[config.mk]
export PLATFORM = sky130hd
export DESIGN_NAME = vmx_exec
export DESIGN_NICKNAME = d
export VERILOG_FILES = /design/src/rtl/vmx_pkg.sv /design/src/rtl/vmx_lane.sv /design/src/rtl/vmx_mask_file.sv /design/src/rtl/vmx_exec.sv
export SDC_FILE = /design/constraint.sdc
export NUM_CORES = 1
export LEC_CHECK = 0
export BUFFER_PORTS_ARGS = -buffer_cell sky130_fd_sc_hd__buf_2
export CAP_MARGIN = 5
export CELL_PAD_IN_SITES_DETAIL_PLACEMENT = 2
export CELL_PAD_IN_SITES_GLOBAL_PLACEMENT = 2
export CORE_ASPECT_RATIO = 1.5
export CORE_UTILIZATION = 28
export CTS_CLUSTER_SIZE = 25
export DETAILED_ROUTE_END_ITERATION = 8
export GPL_TIMING_DRIVEN = 0
export HOLD_SLACK_MARGIN = 0.02
export PLACE_DENSITY_LB_ADDON = 0.1
export SYNTH_ARGS = -nofsm -noshare
export SYNTH_HDL_FRONTEND = slang
export SYNTH_HIERARCHICAL = 1
export SYNTH_SLANG_ARGS = --single-unit
[constraint.sdc]
create_clock -name clk -period 2.4 [get_ports clk]
set_input_delay 0.12 -clock clk [delete_from_list [all_inputs] [get_ports clk]]
set_output_delay 0.12 -clock clk [all_outputs]
set_load 0.01 [all_outputs]
[src/rtl/vmx_pkg.sv]
package vmx_pkg;

  typedef enum logic [2:0] {
    OP_ADD  = 3'd0,
    OP_SUB  = 3'd1,
    OP_MOV  = 3'd2,
    OP_CEQ  = 3'd3,
    OP_CLTS = 3'd4,
    OP_CLTU = 3'd5,
    OP_RS6  = 3'd6,
    OP_RS7  = 3'd7
  } vop_e;

  function automatic logic op_is_cmp(input vop_e op);
    return (op == OP_CEQ) || (op == OP_CLTS) || (op == OP_CLTU);
  endfunction

endpackage

[src/rtl/vmx_lane.sv]
module vmx_lane
  import vmx_pkg::*;
#(
  parameter int EW = 16
) (
  input  vop_e          op,
  input  logic          en,
  input  logic [EW-1:0] a,
  input  logic [EW-1:0] b,
  input  logic [EW-1:0] old,
  output logic [EW-1:0] res,
  output logic          wr,
  output logic          cond
);

  always_comb begin
    res  = old;
    wr   = 1'b0;
    cond = 1'b0;
    case (op)
      OP_ADD: if (en) begin
        res = a + b;
        wr  = 1'b1;
      end
      OP_SUB: if (en) begin
        res = a - b;
        wr  = 1'b1;
      end
      OP_MOV: if (en) begin
        res = a;
        wr  = 1'b1;
      end
      OP_CEQ:  cond = (a == b);
      OP_CLTS: cond = ($signed(a) < $signed(b));
      OP_CLTU: cond = (a < b);
      default: ;
    endcase
  end

endmodule

[src/rtl/vmx_mask_file.sv]
module vmx_mask_file #(
  parameter int LANES = 8,
  parameter int NREG  = 4,
  localparam int IW   = (NREG > 1) ? $clog2(NREG) : 1
) (
  input  logic             clk,
  input  logic             rst_n,
  input  logic [IW-1:0]    rd_idx,
  output logic [LANES-1:0] rd_mask,
  input  logic             wr_en,
  input  logic [IW-1:0]    wr_idx,
  input  logic [LANES-1:0] wr_sel,
  input  logic [LANES-1:0] wr_bits
);

  // slot 0 is the constant all-ones mask and has no storage
  logic [LANES-1:0] stor [NREG];

  always_ff @(posedge clk) begin
    if (!rst_n) begin
      for (int k = 0; k < NREG; k++) stor[k] <= '0;
    end else if (wr_en) begin
      for (int k = 1; k < NREG; k++) begin
        if (wr_idx == IW'(k))
          stor[k] <= (stor[k] & ~wr_sel) | (wr_bits & wr_sel);
      end
    end
  end

  always_comb begin
    if (rd_idx == '0) rd_mask = '1;
    else              rd_mask = stor[rd_idx];
  end

endmodule

[src/rtl/vmx_exec.sv]
module vmx_exec
  import vmx_pkg::*;
#(
  parameter int LANES = 8,
  parameter int EW    = 16,
  parameter int NMASK = 4,
  localparam int VW   = LANES * EW,
  localparam int MIW  = (NMASK > 1) ? $clog2(NMASK) : 1
) (
  input  logic             clk,
  input  logic             rst_n,
  input  logic             in_valid,
  output logic             in_ready,
  input  logic [2:0]       in_op,
  input  logic [MIW-1:0]   in_msel,
  input  logic [MIW-1:0]   in_mdst,
  input  logic [VW-1:0]    in_a,
  input  logic [VW-1:0]    in_b,
  input  logic [VW-1:0]    in_old,
  output logic             out_valid,
  input  logic             out_ready,
  output logic [VW-1:0]    out_data,
  output logic [LANES-1:0] out_wen
);

  vop_e             op_e;
  logic             accept;
  logic [LANES-1:0] act_mask;
  logic [LANES-1:0] lane_wr;
  logic [LANES-1:0] lane_cond;
  logic [VW-1:0]    lane_res;

  assign op_e     = vop_e'(in_op);
  assign in_ready = !out_valid || out_ready;
  assign accept   = in_valid && in_ready;

  vmx_mask_file #(.LANES(LANES), .NREG(NMASK)) u_masks (
    .clk     (clk),
    .rst_n   (rst_n),
    .rd_idx  (in_msel),
    .rd_mask (act_mask),
    .wr_en   (accept && op_is_cmp(op_e)),
    .wr_idx  (in_mdst),
    .wr_sel  (act_mask),
    .wr_bits (lane_cond)
  );

  for (genvar g = 0; g < LANES; g++) begin : g_lane
    vmx_lane #(.EW(EW)) u_lane (
      .op   (op_e),
      .en   (act_mask[g]),
      .a    (in_a[g*EW +: EW]),
      .b    (in_b[g*EW +: EW]),
      .old  (in_old[g*EW +: EW]),
      .res  (lane_res[g*EW +: EW]),
      .wr   (lane_wr[g]),
      .cond (lane_cond[g])
    );
  end

  always_ff @(posedge clk) begin
    if (!rst_n) begin
      out_valid <= 1'b0;
      out_data  <= '0;
      out_wen   <= '0;
    end else if (accept) begin
      out_valid <= 1'b1;
      out_data  <= lane_res;
      out_wen   <= lane_wr;
    end else if (out_ready) begin
      out_valid <= 1'b0;
    end
  end

endmodule

* After elaboration in Yosys (flattened, before gate mapping) *
Memory sizes are Yosys's and may differ from the RTL's.
Index checks and enable logic that the tools add are counted.

operators by class
  $add $sub $neg = 16
  magnitude comparators = 16
  equal/unequal tests = 16
  multiplexer cells = 75
  bitwise logic cells = 11
  reduce and logical (&&, ||, !) cells = 10

operators by type and width
  cell                                                              number
  16-bit 2-to-1 mux                                                 24
  16-bit one-hot mux with 3 select lines                            8
  16-bit < comparator                                               16
  16-bit adder                                                      8
  16-bit == test                                                    8
  16-bit subtractor                                                 8
  8-bit bitwise AND                                                 4
  8-bit 2-to-1 mux                                                  4
  1-bit 2-to-1 mux                                                  31
  8-bit bitwise OR                                                  3
  1-bit one-hot mux with 3 select lines                             8
  8-bit inverter                                                    1
  3-bit by 2-bit == test with 1-bit output (second input constant)  2
  3-bit == test (second input constant)                             2
  2-bit == test (second input constant)                             2
  3-bit by 1-bit == test with 1-bit output (second input constant)  1
  3-bit logical NOT                                                 1
  1-bit logical OR                                                  3
  1-bit bitwise OR                                                  3
  3-bit OR reduction                                                1
  2-bit by 1-bit == test with 1-bit output (second input constant)  1
  1-bit logical AND                                                 2
  2-bit logical NOT                                                 1
  2-bit nonzero test                                                1
  1-bit logical NOT                                                 1

storage, ports and cells
  flip-flop bits (word level) = 137
  RAM bits = 32
  bits of input ports = 395
  output and inout bits = 138
  logic and storage cells = 148
  memories = 1

memories
  name          words  width  read ports  clocked after Yosys merged registers in  wr ports  RTL line             RTL
  u_masks.stor  4      8      4           0                                        4         vmx_mask_file.sv:17  logic [LANES-1:0] stor [NREG];

* Longest topological paths before layout *
  depth in word-level cells = 8
  mapped depth = 15
  depth with buffers taken out = 13

* Hierarchy *
Netlist, hierarchy kept.

by module, submodules not included
  module                            times used  cells each  area each (µm²)  seq. area each (µm²)
  vmx_lane at g_lane[3].u_lane ...  4           367         2326.0           0.0
  vmx_exec                          1           598         5571.6           2742.6
  vmx_lane at g_lane[1].u_lane ...  2           351         2268.4           0.0
  vmx_lane at g_lane[6].u_lane      1           348         2259.7           0.0
  vmx_lane at g_lane[0].u_lane      1           332         2170.8           0.0
  vmx_mask_file                     1           110         1273.7           720.7

* Worst setup path before layout *
Ideal clock, no wire load.

  kind = reg-to-reg
  from = register out_valid
  to = memory u_masks.stor[1][0] (enable)
  setup time = 384 ps
  arrival time = 1951 ps
  data required time = 2016 ps
  setup slack = 65 ps
  stages on the path, launching flop included = 10
  buffers on the path = 4
  period minus slack after synthesis = 2335 ps
  cells stage by stage = dfxtp_1 nand2b_4 and2_4 buf_6 buf_6 buf_6 and2_1 clkbuf_2 nand2_1 o21ai_0

RTL lines
  item                    RTL line             RTL
  start, declared         vmx_exec.sv:20       output logic out_valid,
  start signal, assigned  vmx_exec.sv:63       out_valid <= 1'b0;
  start signal, assigned  vmx_exec.sv:67       out_valid <= 1'b1;
  start signal, assigned  vmx_exec.sv:71       out_valid <= 1'b0;
  end, declared           vmx_mask_file.sv:17

==> impl_metrics.toml <==
[critical_path]
arrival_ps = 2570
r2r_end = "out_data[107]"
worstReg2RegStart = "u_masks/stor[2][6]"
critical_path.endpoint_type = "flop"
ff2ff_path_depth = 10
setup.worst_path.start_class = "input pin"
critPathKind = "input pin to flop"
rrSetupSlack_ps = 100
critPathRequiredTime_ps = 2650
crit_fanout = 3

[clock_tree]
cts_sinks = 161
numCtsBuffers = 17
clk_latency_ps = 510
cts_max_path_buffers = 2
cts_max_level = 4
tritoncts = "done"
cts-root-buf = "clkbuf_16"
clk_pin_slew_worst_paths_ps = 80

[synthesis]
yosys.area.top_type_share_pct = 12.4
syn-num-nets = 4217
synth-seq-area-share_pct = 13.8
ys.flop_type = "dfxtp_1"
async_flop_share_pct = 0
syn_area_per_cell_um2 = 7.06
synthTopCellsByCount = "nand2_1, nor2_1, a21oi_1"
synth-edff-count = 24
synthCells = 3558
netlist_area_um2 = 25100
synth.largest_area_cell = "ha_1"
synth_area_leaders = "ha_1, dfxtp_1, nand2_1"
ys_warn_count = 6
yosysMostFrequentCell = "nand2_1"
ys_seq_elements = 161
ys_types = 110

[sta]
setup_viol = 0
fin_crit_sh_pct = 96.9
finalSetupTns_ps = 0
skew_ps = 15.1
max_freq_ghz = 0.430
worst_pin_slew_ps = 1250
hold_viol_final = 0
fin_crit_ps = 2330
rsz0062_at_grt = "yes"
fin_ws_ps = 73.3
timing.hold.ws_ps = 61.1
maxSlewHeadroom_pct = 15.9
slew_violations = 0

[power]
powerDensity_nw_per_um2 = 427
vdd_drop_max_v = 0.000644
p_leak_nw = 14.3

[global_routing]
grt_util_all_layers_pct = 28.4
first_global_vias = 31600
antenna_found_initial = 30
grt_overflow = 0
grt_max_degree = 27
grt_pass1_wl_um = 196000

[placed_design]
place_inst = 5247
post-place-ws_ps = -1640
place_congestion = 0.919
hpwl_um = 109000
numPortBuffers = 530

[routing]
wl_met2_um = 69900
drcViolationCount = 0
dr_total_vias = 29300
drt_iter0_markers = 1048
highest_layer = "met5"
wirelength_um = 133000
final_antenna_net_count = 0
wl_met3_um = 6030
via_per_inst = 5.46
drt-pass1-iter-count = 7
met1Wirelength_um = 52200
wire_per_inst_um = 24.7

[cells_and_area]
drive_gt1_share_pct = 21.3
utilization_pct = 35.4
finalNonFillerCells = 5370
finish.net_count = 4848
syn2layout_area_growth_pct = 25.1

[worst_hold_path]
holdCritPathClass = "input pin to flop"
min-delay-start = "in_old[67]"
hold_depth = 5
min_to = "out_data[67]"

[floorplanning]
initial_core_util_pct = 28.3
die_h_um = 369
die_area_um2 = 90900
num_io_pins = 533
die_w_um = 247
core_um2 = 88900
placementRows = 134

[run_status]
status = "completed"

[run]
cap_violations = 0
==> placed cells by master (no fill, tap or decap), types with 50 or more instances in the layout <==
master,synthesis,routed
ha_1,248,248
nand2_1,539,532
dfxtp_1,137,137
o211ai_1,50,50
mux2i_1,185,179
nand3_1,53,53
a21o_1,55,55
nor2_1,309,293
nand2b_1,80,80
buf_2,51,574
a31oi_1,70,66
inv_1,262,258
a21oi_1,279,269
nor3_1,75,70
clkbuf_1,120,94
dlygate4sd3_1,0,51
o21ai_0,209,203
xnor2_1,113,113
==> cells by family after synthesis <==
logic type,share of synthesized area [%]
xor+xnor,5.02
flops,13.8
mux,7.60
buf+inv,8.86
compound gates,28.9
simple gates,22.2
fa+ha+maj,13.6
==> routing by layer <==
metal  vias to the layer above  global-route usage, %
met5                         -                      0
met2                       716                   54.4
met1                     14500                   30.6
li1                      13900                      -
met4                        24                   9.94
met3                       211                   4.81
==> area by class of cell <==
cell class                      instances  area [µm²]
Multi-Input combinational cell       2899       20000
Sequential cell                       161        3460
Buffer                                217        1290
Tap cell                             1156        1450
Antenna cell                           12        30.0
Clock buffer                           19         454
Inverter                              277        1080
Timing Repair Buffer                  616        3440
Clock inverter                         13         188
Fill cell                           10800       57400
==> where the power goes <==
part	switching, W	total (W)	internal, W	leakage [nW]
sequential	0.000132	0.00307	0.00294	1.38
combinational	0.00439	0.00707	0.00267	12.7
clock	0.00153	0.00327	0.00174	0.316
total	0.00605	0.0134	0.00736	14.3
==> stage by stage <==
stage | power (W) | instance area, µm²
global route | 0.0142 | 31400
finish | 0.0134 | 31400
global placement | 0.00971 | 29200
CTS | 0.0134 | 30900
detailed placement | 0.00982 | 29200
floorplan | 0.00731 | 25100
==> how the worst max path moves through the flow <==
stage / start / endpoint / cells after the start
2_1_floorplan: out_valid / u_masks/stor[1][0] / 9
3_3_place_gp: in_msel[1] / out_data[6] / 13
3_5_place_dp: in_msel[1] / out_data[108] / 13
4_1_cts: in_op[2] / out_data[124] / 9
5_1_grt: u_masks/stor[3][7] / out_data[124] / 10
6_report: in_a[16] / u_masks/stor[1][1] / 13
==> timing repair <==
item,4_1_cts,5_1_grt
endpoints found under the setup margin,161,101
hold endpoints to repair,54,0
resized for setup,121,106
setup buffers,10,22
pin swaps,10,23
hold buffers,51,0
==> registers in the layout (all words and copies together) (netlist names) <==
| register | cells |
|---|---|
| out_valid | 1 |
| out_wen | 8 |
| out_data | 128 |
| u_masks/stor | 24 |
==> worst max-delay path: stages <==
cell and delay, ps:
buf_2 120, inv_1 50, ha_1 240, fa_1 390
inv_1 70, a21oi_1 110, o21ai_2 250, a41oi_1 260
o221ai_2 270, a31oi_1 130, a211o_1 320, nand2_1 140
a21oi_1 90
(Power assumes the default switching activity.)
